<file path="src/rtl/dma_pkg.sv">
package dma_pkg;

    localparam int LANES  = 8;
    localparam int L_SRC0 = 0;
    localparam int L_SRC1 = 1;
    localparam int L_SRC2 = 2;
    localparam int L_DST0 = 3;
    localparam int L_DST1 = 4;
    localparam int L_LEN0 = 5;
    localparam int L_LEN1 = 6;
    localparam int L_CTRL = 7;

    localparam int CTRL_RUN_BIT = 7;
    localparam int CTRL_DIR_BIT = 0;

    function automatic logic [7:0] lane_addr(input int idx);
        logic [7:0] a;
        case (idx)
            L_SRC0:  a = 8'h40;
            L_SRC1:  a = 8'h41;
            L_SRC2:  a = 8'h42;
            L_DST0:  a = 8'h44;
            L_DST1:  a = 8'h45;
            L_LEN0:  a = 8'h46;
            L_LEN1:  a = 8'h47;
            default: a = 8'h48;
        endcase
        return a;
    endfunction

    typedef enum logic [1:0] {
        ST_IDLE  = 2'd0,
        ST_SETUP = 2'd1,
        ST_XFER  = 2'd2,
        ST_DRAIN = 2'd3
    } dma_state_e;

endpackage

</file>
<file path="src/rtl/dma_addr_step.sv">
module dma_addr_step #(
    parameter int W = 16
) (
    input  logic [W-1:0] addr_i,
    input  logic         down_i,
    output logic [W-1:0] addr_o
);
    localparam logic [W-1:0] STEP = W'(2);

    always_comb begin
        if (down_i) addr_o = addr_i - STEP;
        else        addr_o = addr_i + STEP;
    end
endmodule

</file>
<file path="src/rtl/dma_io_port.sv">
module dma_io_port
    import dma_pkg::*;
#(
    parameter int IO_AW = 8,
    parameter int SRC_W = 20,
    parameter int DST_W = 16,
    parameter int LEN_W = 16
) (
    input  logic [IO_AW-1:0] io_addr,
    input  logic             io_we,
    input  logic [SRC_W-1:0] src_i,
    input  logic [DST_W-1:0] dst_i,
    input  logic [LEN_W-1:0] len_i,
    input  logic             run_i,
    input  logic             dir_i,
    output logic [LANES-1:0] wr_sel_o,
    output logic [7:0]       rdata_o
);
    localparam int HI_W = SRC_W - 16;

    logic [LANES-1:0] hit;

    for (genvar g = 0; g < LANES; g++) begin : g_lane
        assign hit[g]      = (io_addr == IO_AW'(lane_addr(g)));
        assign wr_sel_o[g] = io_we & hit[g];
    end

    always_comb begin
        rdata_o = 8'h00;
        if (hit[L_SRC0]) rdata_o = src_i[7:0];
        if (hit[L_SRC1]) rdata_o = src_i[15:8];
        if (hit[L_SRC2]) rdata_o = {{(8-HI_W){1'b0}}, src_i[SRC_W-1:16]};
        if (hit[L_DST0]) rdata_o = dst_i[7:0];
        if (hit[L_DST1]) rdata_o = dst_i[15:8];
        if (hit[L_LEN0]) rdata_o = len_i[7:0];
        if (hit[L_LEN1]) rdata_o = len_i[15:8];
        if (hit[L_CTRL]) rdata_o = {run_i, 6'b0, dir_i};
    end
endmodule

</file>
<file path="src/rtl/dma_core.sv">
module dma_core
    import dma_pkg::*;
#(
    parameter int SRC_W        = 20,
    parameter int DST_W        = 16,
    parameter int LEN_W        = 16,
    parameter int SETUP_CYCLES = 5
) (
    input  logic             clk,
    input  logic             rst_n,
    input  logic [LANES-1:0] wr_sel,
    input  logic [7:0]       wdata,
    input  logic [SRC_W-1:0] src_next,
    input  logic [DST_W-1:0] dst_next,
    input  logic [7:0]       mem_rdata,
    output logic [SRC_W-1:0] src_o,
    output logic [DST_W-1:0] dst_o,
    output logic [LEN_W-1:0] len_o,
    output logic             run_o,
    output logic             dir_o,
    output logic             busy_o,
    output logic             mem_rd,
    output logic [SRC_W-1:0] mem_raddr,
    output logic             mem_wr,
    output logic [SRC_W-1:0] mem_waddr,
    output logic [7:0]       mem_wdata
);
    // two of the fixed overhead cycles are spent draining the last word
    localparam int IDLE_WAIT = SETUP_CYCLES - 2;
    localparam int CW        = (IDLE_WAIT > 1) ? $clog2(IDLE_WAIT) : 1;
    localparam int HI_W      = SRC_W - 16;
    localparam logic [HI_W-1:0]  SAVE_BANK = HI_W'(1);
    localparam logic [LEN_W-1:0] LAST_LEN  = LEN_W'(2);

    typedef struct packed {
        dma_state_e       state;
        logic [CW-1:0]    cnt;
        logic             ph;
        logic             have;
        logic             run;
        logic             dir;
        logic [SRC_W-1:0] src;
        logic [DST_W-1:0] dst;
        logic [LEN_W-1:0] len;
        logic [DST_W-1:0] pdst;
        logic [7:0]       lo;
        logic [15:0]      word;
    } core_s;

    core_s st_q, st_d;

    always_comb begin
        st_d = st_q;
        case (st_q.state)
            ST_IDLE: begin
                if (wr_sel[L_SRC0]) st_d.src[7:0]        = wdata & 8'hFE;
                if (wr_sel[L_SRC1]) st_d.src[15:8]       = wdata;
                if (wr_sel[L_SRC2]) st_d.src[SRC_W-1:16] = wdata[HI_W-1:0];
                if (wr_sel[L_DST0]) st_d.dst[7:0]        = wdata & 8'hFE;
                if (wr_sel[L_DST1]) st_d.dst[15:8]       = wdata;
                if (wr_sel[L_LEN0]) st_d.len[7:0]        = wdata & 8'hFE;
                if (wr_sel[L_LEN1]) st_d.len[15:8]       = wdata;
                if (wr_sel[L_CTRL]) begin
                    st_d.dir = wdata[CTRL_DIR_BIT];
                    st_d.run = 1'b0;
                    if (wdata[CTRL_RUN_BIT] && (st_q.len != '0) &&
                        (st_q.src[SRC_W-1:16] != SAVE_BANK)) begin
                        st_d.run   = 1'b1;
                        st_d.state = ST_SETUP;
                        st_d.cnt   = CW'(IDLE_WAIT - 1);
                        st_d.ph    = 1'b0;
                        st_d.have  = 1'b0;
                    end
                end
            end
            ST_SETUP: begin
                if (st_q.cnt == '0) st_d.state = ST_XFER;
                else                st_d.cnt   = st_q.cnt - 1'b1;
            end
            ST_XFER: begin
                if (!st_q.ph) begin
                    st_d.lo = mem_rdata;
                    st_d.ph = 1'b1;
                end else begin
                    st_d.word = {mem_rdata, st_q.lo};
                    st_d.pdst = st_q.dst;
                    st_d.have = 1'b1;
                    st_d.src  = src_next;
                    st_d.dst  = dst_next;
                    st_d.len  = st_q.len - LAST_LEN;
                    st_d.ph   = 1'b0;
                    if (st_q.len == LAST_LEN) st_d.state = ST_DRAIN;
                end
            end
            ST_DRAIN: begin
                if (!st_q.ph) begin
                    st_d.ph = 1'b1;
                end else begin
                    st_d.ph    = 1'b0;
                    st_d.have  = 1'b0;
                    st_d.run   = 1'b0;
                    st_d.state = ST_IDLE;
                end
            end
            default: st_d.state = ST_IDLE;
        endcase
    end

    always_ff @(posedge clk) begin
        if (!rst_n) st_q <= '0;
        else        st_q <= st_d;
    end

    assign src_o     = st_q.src;
    assign dst_o     = st_q.dst;
    assign len_o     = st_q.len;
    assign run_o     = st_q.run;
    assign dir_o     = st_q.dir;
    assign busy_o    = (st_q.state != ST_IDLE);
    assign mem_rd    = (st_q.state == ST_XFER);
    assign mem_raddr = {st_q.src[SRC_W-1:1], st_q.ph};
    assign mem_wr    = ((st_q.state == ST_XFER) && st_q.have) || (st_q.state == ST_DRAIN);
    assign mem_waddr = {{(SRC_W-DST_W){1'b0}}, st_q.pdst[DST_W-1:1], st_q.ph};
    assign mem_wdata = st_q.ph ? st_q.word[15:8] : st_q.word[7:0];
endmodule

</file>
<file path="src/rtl/dma_word_engine.sv">
module dma_word_engine
    import dma_pkg::*;
#(
    parameter int IO_AW        = 8,
    parameter int SRC_W        = 20,
    parameter int DST_W        = 16,
    parameter int LEN_W        = 16,
    parameter int SETUP_CYCLES = 5
) (
    input  logic             clk,
    input  logic             rst_n,
    input  logic [IO_AW-1:0] io_addr,
    input  logic             io_we,
    input  logic [7:0]       io_wdata,
    output logic [7:0]       io_rdata,
    output logic             busy,
    output logic             mem_rd,
    output logic [SRC_W-1:0] mem_raddr,
    input  logic [7:0]       mem_rdata,
    output logic             mem_wr,
    output logic [SRC_W-1:0] mem_waddr,
    output logic [7:0]       mem_wdata
);
    logic [LANES-1:0] wr_sel;
    logic [SRC_W-1:0] src_q, src_next;
    logic [DST_W-1:0] dst_q, dst_next;
    logic [LEN_W-1:0] len_q;
    logic             run_q, dir_q;

    dma_io_port #(
        .IO_AW(IO_AW), .SRC_W(SRC_W), .DST_W(DST_W), .LEN_W(LEN_W)
    ) u_io (
        .io_addr (io_addr),
        .io_we   (io_we),
        .src_i   (src_q),
        .dst_i   (dst_q),
        .len_i   (len_q),
        .run_i   (run_q),
        .dir_i   (dir_q),
        .wr_sel_o(wr_sel),
        .rdata_o (io_rdata)
    );

    dma_addr_step #(.W(SRC_W)) u_src_step (
        .addr_i(src_q), .down_i(dir_q), .addr_o(src_next)
    );

    dma_addr_step #(.W(DST_W)) u_dst_step (
        .addr_i(dst_q), .down_i(dir_q), .addr_o(dst_next)
    );

    dma_core #(
        .SRC_W(SRC_W), .DST_W(DST_W), .LEN_W(LEN_W), .SETUP_CYCLES(SETUP_CYCLES)
    ) u_core (
        .clk      (clk),
        .rst_n    (rst_n),
        .wr_sel   (wr_sel),
        .wdata    (io_wdata),
        .src_next (src_next),
        .dst_next (dst_next),
        .mem_rdata(mem_rdata),
        .src_o    (src_q),
        .dst_o    (dst_q),
        .len_o    (len_q),
        .run_o    (run_q),
        .dir_o    (dir_q),
        .busy_o   (busy),
        .mem_rd   (mem_rd),
        .mem_raddr(mem_raddr),
        .mem_wr   (mem_wr),
        .mem_waddr(mem_waddr),
        .mem_wdata(mem_wdata)
    );
endmodule

</file>
<file path="config.mk">
export PLATFORM = sky130hd
export DESIGN_NAME = dma_word_engine
export DESIGN_NICKNAME = d
export VERILOG_FILES = /design/src/rtl/dma_pkg.sv /design/src/rtl/dma_addr_step.sv /design/src/rtl/dma_io_port.sv /design/src/rtl/dma_core.sv /design/src/rtl/dma_word_engine.sv
export SDC_FILE = /design/constraint.sdc
export NUM_CORES = 1
export LEC_CHECK = 0
export ABC_CLOCK_PERIOD_IN_PS = 3900
export BUFFER_PORTS_ARGS = -buffer_cell sky130_fd_sc_hd__buf_2
export CAP_MARGIN = 20
export CORE_UTILIZATION = 50
export DETAILED_ROUTE_END_ITERATION = 6
export GPL_TIMING_DRIVEN = 0
export PLACE_DENSITY = 0.69
export SYNTH_ARGS = -nofsm -noshare
export SYNTH_HDL_FRONTEND = slang
export SYNTH_SLANG_ARGS = --single-unit
</file>
<file path="constraint.sdc">
create_clock -name clk -period 3.9 [get_ports clk]
set_input_delay 0 -clock clk [delete_from_list [all_inputs] [get_ports clk]]
set_output_delay 0 -clock clk [all_outputs]
set_load 0.03 [all_outputs]
</file>
==> tab_implementation.tex, run 1 <==
\begin{tabular}{lr}
\hline
Metric & Value \\
\hline
\multicolumn{2}{l}{\textbf{Run status}} \\
Result of the run & complete, no violations \\
\multicolumn{2}{l}{\textbf{Synthesis}} \\
Count of flip-flops with a built-in enable after synthesis & 0 \\
Leading cell types by total area after synthesis & sky130\_fd\_sc\_hd\_\_dfxtp\_1, sky130\_fd\_sc\_hd\_\_nand2\_1, sky130\_fd\_sc\_hd\_\_ha\_1 \\
Top cell types by occurrence after synthesis & sky130\_fd\_sc\_hd\_\_nand2\_1, sky130\_fd\_sc\_hd\_\_dfxtp\_1, sky130\_fd\_sc\_hd\_\_o21ai\_0, sky130\_fd\_sc\_hd\_\_a21oi\_1, sky130\_fd\_sc\_hd\_\_buf\_4 \\
Cell area after synthesis & 6890 µm² \\
Share of the synthesized area in the top cell type & 0.279 \\
Cell variety after synth & 66 \\
Count leader, synth & sky130\_fd\_sc\_hd\_\_nand2\_1 \\
Post-synthesis cell count & 887 \\
Share of synthesized area occupied by flip-flops and latches & 0.279 \\
Number of synthesized register bits & 96 \\
Share of synthesized registers carrying an async set or reset & 0 \\
Top\_reg\_cell synth & sky130\_fd\_sc\_hd\_\_dfxtp\_1 \\
Synth Warn \# & 0 \\
Post-synthesis area per instance & 7.77 µm² \\
Synth area leader & sky130\_fd\_sc\_hd\_\_dfxtp\_1 \\
\multicolumn{2}{l}{\textbf{Finish}} \\
Layout Area Growth over Synthesis & 15.4\% \\
Diode insertion count for antenna repair & 0 \\
Final instance area & 7950 µm² \\
Final Non-Filler Cells & 1169 \\
Final nets & 1056 \\
Share of final-layout standard cells stronger than drive strength 1 & 0.169 \\
\multicolumn{2}{l}{\textbf{Drt}} \\
Antenna viol nets, final & 0 \\
Final wirelength & 21700 µm \\
Pre-antenna DRT Iters & 6 \\
First-iteration detailed-routing DRC count & 683 \\
Total via count in the routed design & 6948 \\
Drt drc & 0 \\
Vias/cell & 5.94 \\
Routed wire length per instance & 18.5 µm \\
\multicolumn{2}{l}{\textbf{Job}} \\
Number of max-capacitance violations reported & 0 \\
\multicolumn{2}{l}{\textbf{STA}} \\
Shortest clock period the worst path allows after layout & 3.29 ns \\
Slew at the pin with the worst max-slew slack & 0.982 ns \\
Final count of pins violating max slew & 0 \\
Setup repair after global routing missed its margin & no \\
Setup violation total in the final timing report & 0 \\
Worst slew margin relative to its limit & 0.343 \\
Worst hold margin & 0.153 ns \\
Fmax & 304 MHz \\
Final Skew & 0.00638 ns \\
Final Cycle Share & 0.844 \\
Hold Fails Final Rpt & 0 \\
\multicolumn{2}{l}{\textbf{Setup path}} \\
Stage delay of the slowest cell on the critical path & 0.74 ns \\
Largest fanout of any net on the critical path & 36 \\
Cell with the biggest individual delay on the critical path & sky130\_fd\_sc\_hd\_\_a2111oi\_0 \\
Data arrival time of the worst path & 3.53 ns \\
Worst EP required & 4.14 ns \\
Kind of end point of the critical path & flop \\
Startpoint kind of the worst setup timing path & flop \\
Critical path's most frequent cell & sky130\_fd\_sc\_hd\_\_o21ai\_0 \\
Path type of the worst setup path & reg2reg \\
Critical-path cell list & ha\_1, a211oi\_1, o21ai\_0, and4\_1, a2111oi\_0, o21ai\_0, xnor2\_1, o21ai\_0 \\
CP bufs+invs & 0 \\
Category of cells accounting for the largest share of critical-path delay & compound AO/OA/AOI/OAI gates \\
\multicolumn{2}{l}{\textbf{Clocking}} \\
Clock tree from TritonCTS & done \\
Reg clk slew, reported paths & 0.07 ns \\
Buffers from clock root to sink, at most & 2 \\
Cell at the root of the clock tree & sky130\_fd\_sc\_hd\_\_clkbuf\_16 \\
Clock buffers created by TritonCTS & 9 \\
H-Tree Depth & 3 \\
CTS sink count & 96 \\
Worst skew pair latency & 0.36 ns \\
\multicolumn{2}{l}{\textbf{Placement}} \\
Count of placed standard cells including taps & 1145 \\
Buffers on Ports & 79 \\
Final estimated routing congestion in global placement & 1.04 \\
Instance area at placement & 7520 µm² \\
Half-perimeter wire length after placement & 15700 µm \\
\multicolumn{2}{l}{\textbf{Worst hold path}} \\
Worst Hold Class & in2reg \\
\multicolumn{2}{l}{\textbf{Global route}} \\
Global routing usage on met2 & 0.464 \\
Congestion Overflow GR & 0 \\
Pin count of the biggest net entering global routing & 37 \\
Wire length of the first global-routing pass & 33800 µm \\
Global-route track usage on met3 & 0.0589 \\
Vias in the first global route & 6187 \\
Overall global routing resource usage & 0.307 \\
GR Layer Usage met1 & 0.430 \\
Most congested layer reported by global routing & met2 \\
Antenna violations before repair & 0 \\
\multicolumn{2}{l}{\textbf{Floorplanning}} \\
Effective utilization at floorplan & 0.516 \\
Number of placed I/O pins & 86 \\
Cell row count & 42 \\
Floorplan die height & 119 µm \\
Die outline area & 14300 µm² \\
Die boundary width & 119 µm \\
Core region area & 13300 µm² \\
\multicolumn{2}{l}{\textbf{Pwr}} \\
Peak supply drop & 187 µV \\
Power Total & 2.16 mW \\
Pwr dens & 272 nW/µm² \\
Leakage power & 3.54 nW \\
\hline
\end{tabular}
-- final cells by class --
cell class / instances / area (µm²)
Buffer: 87 / 492
Clock buffer: 10 / 239
Clock inverter: 5 / 104
Fill cell: 1300 / 5400
Inverter: 20 / 75.1
Multi-Input combinational cell: 687 / 4410
Sequential cell: 96 / 1930
Tap cell: 176 / 220
Timing Repair Buffer: 88 / 485
-- worst reg2reg max path, delay by kind of cell (launching register included) --
family / cells / cell delay (ns)
xor gates and xnor gates: 1 / 0.19
adders and majority gates: 1 / 0.40
DFF: 1 / 0.68
and+or+nand+nor: 1 / 0.22
AOI/OAI and AO/OA: 5 / 1.69
-- per-stage QoR --
| step | worst slack (ns) | setup TNS [ns] | utilization |
|---|---|---|---|
| floorplan | 0.813 | 0 | - |
| detailed placement | 0.386 | 0 | 0.563 |
| CTS | 0.358 | 0 | 0.596 |
| global placement | -0.188 | -0.235 | 0.563 |
| global route | 0.103 | 0 | 0.596 |
| finish | 0.607 | 0 | 0.596 |
-- final timing paths --
kind                                         end  slack [ns]            start  cells after the start
worst max register to register  u_core.dst_o[15]        0.61     u_core.dir_o                      8
worst min register to register   u_core.st_q[14]        0.46  u_core.st_q[14]                      2
worst max-delay path            u_core.dst_o[15]        0.61     u_core.dir_o                      8
worst min-delay path                u_core.dir_o        0.15            io_we                      4
-- report_power, final --
part	internal [mW]	switching, mW	total [mW]
Sequential	0.980	0.00162	0.981
Clock	0.643	0.407	1.05
Combinational	0.0433	0.0879	0.131
Total	1.67	0.497	2.16
-- flip-flops by register name, indices dropped and copies added (netlist names) --
name              count
u_core.dir_o          1
u_core.mem_waddr     15
u_core.src_o         19
u_core.st_q          29
u_core.mem_raddr      1
u_core.len_o         15
u_core.run_o          1
u_core.dst_o         15
-- what timing repair did --
item,CTS,global route
gates resized for setup,0,1
hold endpoints to repair,17,0
endpoints found under the setup margin,0,1
setup buffers,0,0
hold buffers,9,0
-- kinds of logic (layout without fill, tap and decap cells) --
family,count (synthesis),after routing,share of synthesized area
compound gates,289,289,0.277
xor+xnor,25,25,0.0318
fa+ha+maj,40,40,0.0748
buf+inv,107,210,0.0823
flops,96,96,0.279
mux,30,30,0.0456
other cells,1,4,0.000544
simple gates,299,299,0.209
-- metal layers --
metal	wire length (µm)	part of all wire
met2	9380	0.43
met4	715	0.033
met5	0	0
met1	9680	0.45
met3	1890	0.087
-- layout by cell type (no fill, tap or decap), drive strengths merged, types with 30 or more instances in the layout --
master	Yosys	routed
a21boi	39	39
a21oi	67	67
buf	53	132
clkbuf	34	44
dfxtp	96	96
ha	38	38
nand2	138	138
nand3	30	30
nor2	38	38
o21ai	76	76
No activity file was read; power rests on OpenSTA's default activity.
==> run 2: changes to the inputs <==
--- a/config.mk
+++ b/config.mk
@@ -5,7 +5,7 @@
 export SDC_FILE = /design/constraint.sdc
 export NUM_CORES = 1
 export LEC_CHECK = 0
-export ABC_CLOCK_PERIOD_IN_PS = 3900
+export ABC_CLOCK_PERIOD_IN_PS = 3300
 export BUFFER_PORTS_ARGS = -buffer_cell sky130_fd_sc_hd__buf_2
 export CAP_MARGIN = 20
 export CORE_UTILIZATION = 50
==> constraint.sdc (replaced) <==
create_clock -name clk -period 3.3 [get_ports clk]
set_input_delay 0 -clock clk [delete_from_list [all_inputs] [get_ports clk]]
set_output_delay 0 -clock clk [all_outputs]
set_load 0.03 [all_outputs]
==> tab_implementation.tex, run 2 (same netlist as run 1, synthesis figures left out) <==
\begin{tabular}{lr}
\hline
Metric & Value \\
\hline
\multicolumn{2}{l}{\textbf{Global route}} \\
Vias in the first global route & 6187 (unchanged) \\
Overall global routing resource usage & 0.307 (unchanged) \\
Pin count of the biggest net entering global routing & 37 (unchanged) \\
Congestion Overflow GR & 0 (unchanged) \\
Wire length of the first global-routing pass & 33800 µm (unchanged) \\
Antenna violations before repair & 0 (unchanged) \\
\multicolumn{2}{l}{\textbf{Floorplanning}} \\
Number of placed I/O pins & 86 (unchanged) \\
Cell row count & 42 (unchanged) \\
Core region area & 13300 µm² (unchanged) \\
Effective utilization at floorplan & 0.516 (unchanged) \\
Die boundary width & 119 µm (unchanged) \\
Die outline area & 14300 µm² (unchanged) \\
Floorplan die height & 119 µm (unchanged) \\
\multicolumn{2}{l}{\textbf{Worst hold path}} \\
Worst Hold Class & in2reg \\
\multicolumn{2}{l}{\textbf{Pwr}} \\
Switching power as a share of total power & 0.229 (-0.000416) \\
Peak supply drop & 221 µV (+18\%) \\
Leakage power & 3.55 nW (+0.39\%) \\
Relative contribution of sequential cells to total power & 0.454 (about the same) \\
Power Internal & 1.97 mW (+18\%) \\
Relative contribution of combinational cells to total power & 0.061 (about the same) \\
Proportion of power drawn by the clock network & 0.485 (about the same) \\
Switching power total & 0.586 mW (+18\%) \\
Pwr dens & 320 nW/µm² (+18\%) \\
Power Total & 2.55 mW (+18\%) \\
\multicolumn{2}{l}{\textbf{Drt}} \\
Pre-antenna DRT Iters & 6 (unchanged) \\
Antenna viol nets, final & 0 (unchanged) \\
First-iteration detailed-routing DRC count & 701 (+2.6\%) \\
Drt drc & 0 (unchanged) \\
Total via count in the routed design & 6995 (+0.68\%) \\
Routed wire length per instance & 18.7 µm (+0.78\%) \\
Vias/cell & 5.98 (+0.59\%) \\
Final wirelength & 21800 µm (+0.87\%) \\
\multicolumn{2}{l}{\textbf{Clocking}} \\
Buffers from clock root to sink, at most & 2 (unchanged) \\
Clock buffers created by TritonCTS & 9 (unchanged) \\
Worst skew pair latency & 0.36 ns (about the same) \\
Clock tree from TritonCTS & done \\
Cell at the root of the clock tree & sky130\_fd\_sc\_hd\_\_clkbuf\_16 \\
CTS sink count & 96 (unchanged) \\
Reg clk slew, reported paths & 0.07 ns (about the same) \\
H-Tree Depth & 3 (unchanged) \\
\multicolumn{2}{l}{\textbf{STA}} \\
Final Skew & 0.00459 ns (-0.00179 ns) \\
Hold Fails Final Rpt & 0 (unchanged) \\
Final count of pins violating max slew & 0 (unchanged) \\
Shortest clock period the worst path allows after layout & 2.90 ns (-0.396 ns) \\
Final Cycle Share & 0.878 (+0.0335) \\
Setup violation total in the final timing report & 0 (unchanged) \\
Fmax & 345 MHz (+14\%) \\
Slew at the pin with the worst max-slew slack & 1.01 ns (+0.0317 ns) \\
Min setup slack post-route & 0.403 ns (-0.204 ns) \\
Setup repair after global routing missed its margin & no \\
Worst slew margin relative to its limit & 0.322 (-0.0212) \\
\multicolumn{2}{l}{\textbf{Finish}} \\
Flip-flop count of the largest register after layout & 29 (unchanged) \\
Most flops, register & u\_core.st\_q \\
Share of final-layout standard cells stronger than drive strength 1 & 0.172 (+0.00285) \\
Fill cell instance count of the final layout & 1299 (-0.077\%) \\
Final nets & 1057 (+0.095\%) \\
Diode insertion count for antenna repair & 0 (unchanged) \\
Layout Area Growth over Synthesis & 16.0\% \\
Most common cell after layout, fill and taps aside & sky130\_fd\_sc\_hd\_\_nand2\_1 \\
Most frequent cells in the layout & sky130\_fd\_sc\_hd\_\_nand2\_1, sky130\_fd\_sc\_hd\_\_dfxtp\_1, sky130\_fd\_sc\_hd\_\_buf\_2, sky130\_fd\_sc\_hd\_\_o21ai\_0, sky130\_fd\_sc\_hd\_\_a21oi\_1 \\
\multicolumn{2}{l}{\textbf{Placement}} \\
Final estimated routing congestion in global placement & 1.04 (unchanged) \\
Post-placement worst setup slack & -0.214 ns (-0.600 ns) \\
Half-perimeter wire length after placement & 15700 µm (unchanged) \\
Buffers on Ports & 79 (unchanged) \\
\multicolumn{2}{l}{\textbf{Setup path}} \\
Startpoint kind of the worst setup timing path & flop \\
Largest fanout of any net on the critical path & 10 (-72\%) \\
Data arrival time of the worst path & 3.14 ns (-0.39 ns) \\
Kind of end point of the critical path & flop \\
Worst EP required & 3.55 ns (-0.59 ns) \\
Path type of the worst setup path & reg2reg \\
\multicolumn{2}{l}{\textbf{Job}} \\
Number of max-capacitance violations reported & 0 (unchanged) \\
\multicolumn{2}{l}{\textbf{Run status}} \\
Result of the run & complete, no violations \\
\hline
\end{tabular}
-- run 2: final timing paths --
kind                        start               to  slack (ns)  cells after the start
setup / recovery  u_core.st_q[98]  u_core.st_q[18]        0.40                      8
hold / removal              io_we     u_core.dir_o        0.15                      4
setup reg to reg  u_core.st_q[98]  u_core.st_q[18]        0.40                      8
hold reg to reg   u_core.st_q[14]  u_core.st_q[14]        0.46                      2
-- run 2: critical path, cell delays in order, from the launching register on --
cell	delay (ns)
sky130_fd_sc_hd__dfxtp_1	0.36
sky130_fd_sc_hd__inv_1	0.12
sky130_fd_sc_hd__ha_1	0.19
sky130_fd_sc_hd__clkbuf_1	0.43
sky130_fd_sc_hd__inv_1	0.13
sky130_fd_sc_hd__clkbuf_1	0.32
sky130_fd_sc_hd__nor2_1	0.86
sky130_fd_sc_hd__mux2i_1	0.29
sky130_fd_sc_hd__nor2b_1	0.06
-- run 2: stage by stage --
stage	cell area, µm²	TNS [ns]	hold WS, ns	cells	utilization
6_report	7990	0	0.153	1170	0.599
5_1_grt	7990	0	0.197	1170	0.599
4_1_cts	7950	0	0.143	1169	0.596
3_5_place_dp	7520	-0.276	0.278	1145	0.563
3_3_place_gp	7520	-4.02	0.270	1145	0.563
2_1_floorplan	6900	0	0.145	890	-
-- run 2: layout make-up --
class / count / area [µm²] / area share
Clock inverter: 5 / 104 / 0.0130
Inverter: 20 / 75.1 / 0.00939
Buffer: 87 / 492 / 0.0615
Tap cell: 176 / 220 / 0.0276
Sequential cell: 96 / 1930 / 0.241
Multi-Input combinational cell: 687 / 4420 / 0.553
Clock buffer: 10 / 239 / 0.0299
Timing Repair Buffer: 89 / 513 / 0.0642
-- run 2: power by group through the flow --
stage               Clock [mW]  Combinational, mW  Sequential (mW)
floorplan                    0             0.0817             1.19
global placement             0              0.141             1.19
detailed placement           0              0.141             1.19
CTS                       1.24              0.150             1.16
global route              1.29              0.163             1.16
finish                    1.24              0.155             1.16
-- run 2: layer usage --
metal / GRT usage / routed length [µm] / up-vias
met5: 0 / 0 / -
met4: 0.113 / 700 / 0
met3: 0.0589 / 1930 / 60
met2: 0.464 / 9480 / 332
met1: 0.430 / 9740 / 3229
li1: - / - / 3374
-- run 2: what timing repair did --
| item | in CTS | in global routing |
|---|---|---|
| buffers inserted | 0 | 1 |
| hold buffers | 9 | 0 |
| hold endpoints to repair | 17 | 0 |
| setup endpoints to repair | 2 | 2 |
| gates resized for setup | 1 | 3 |
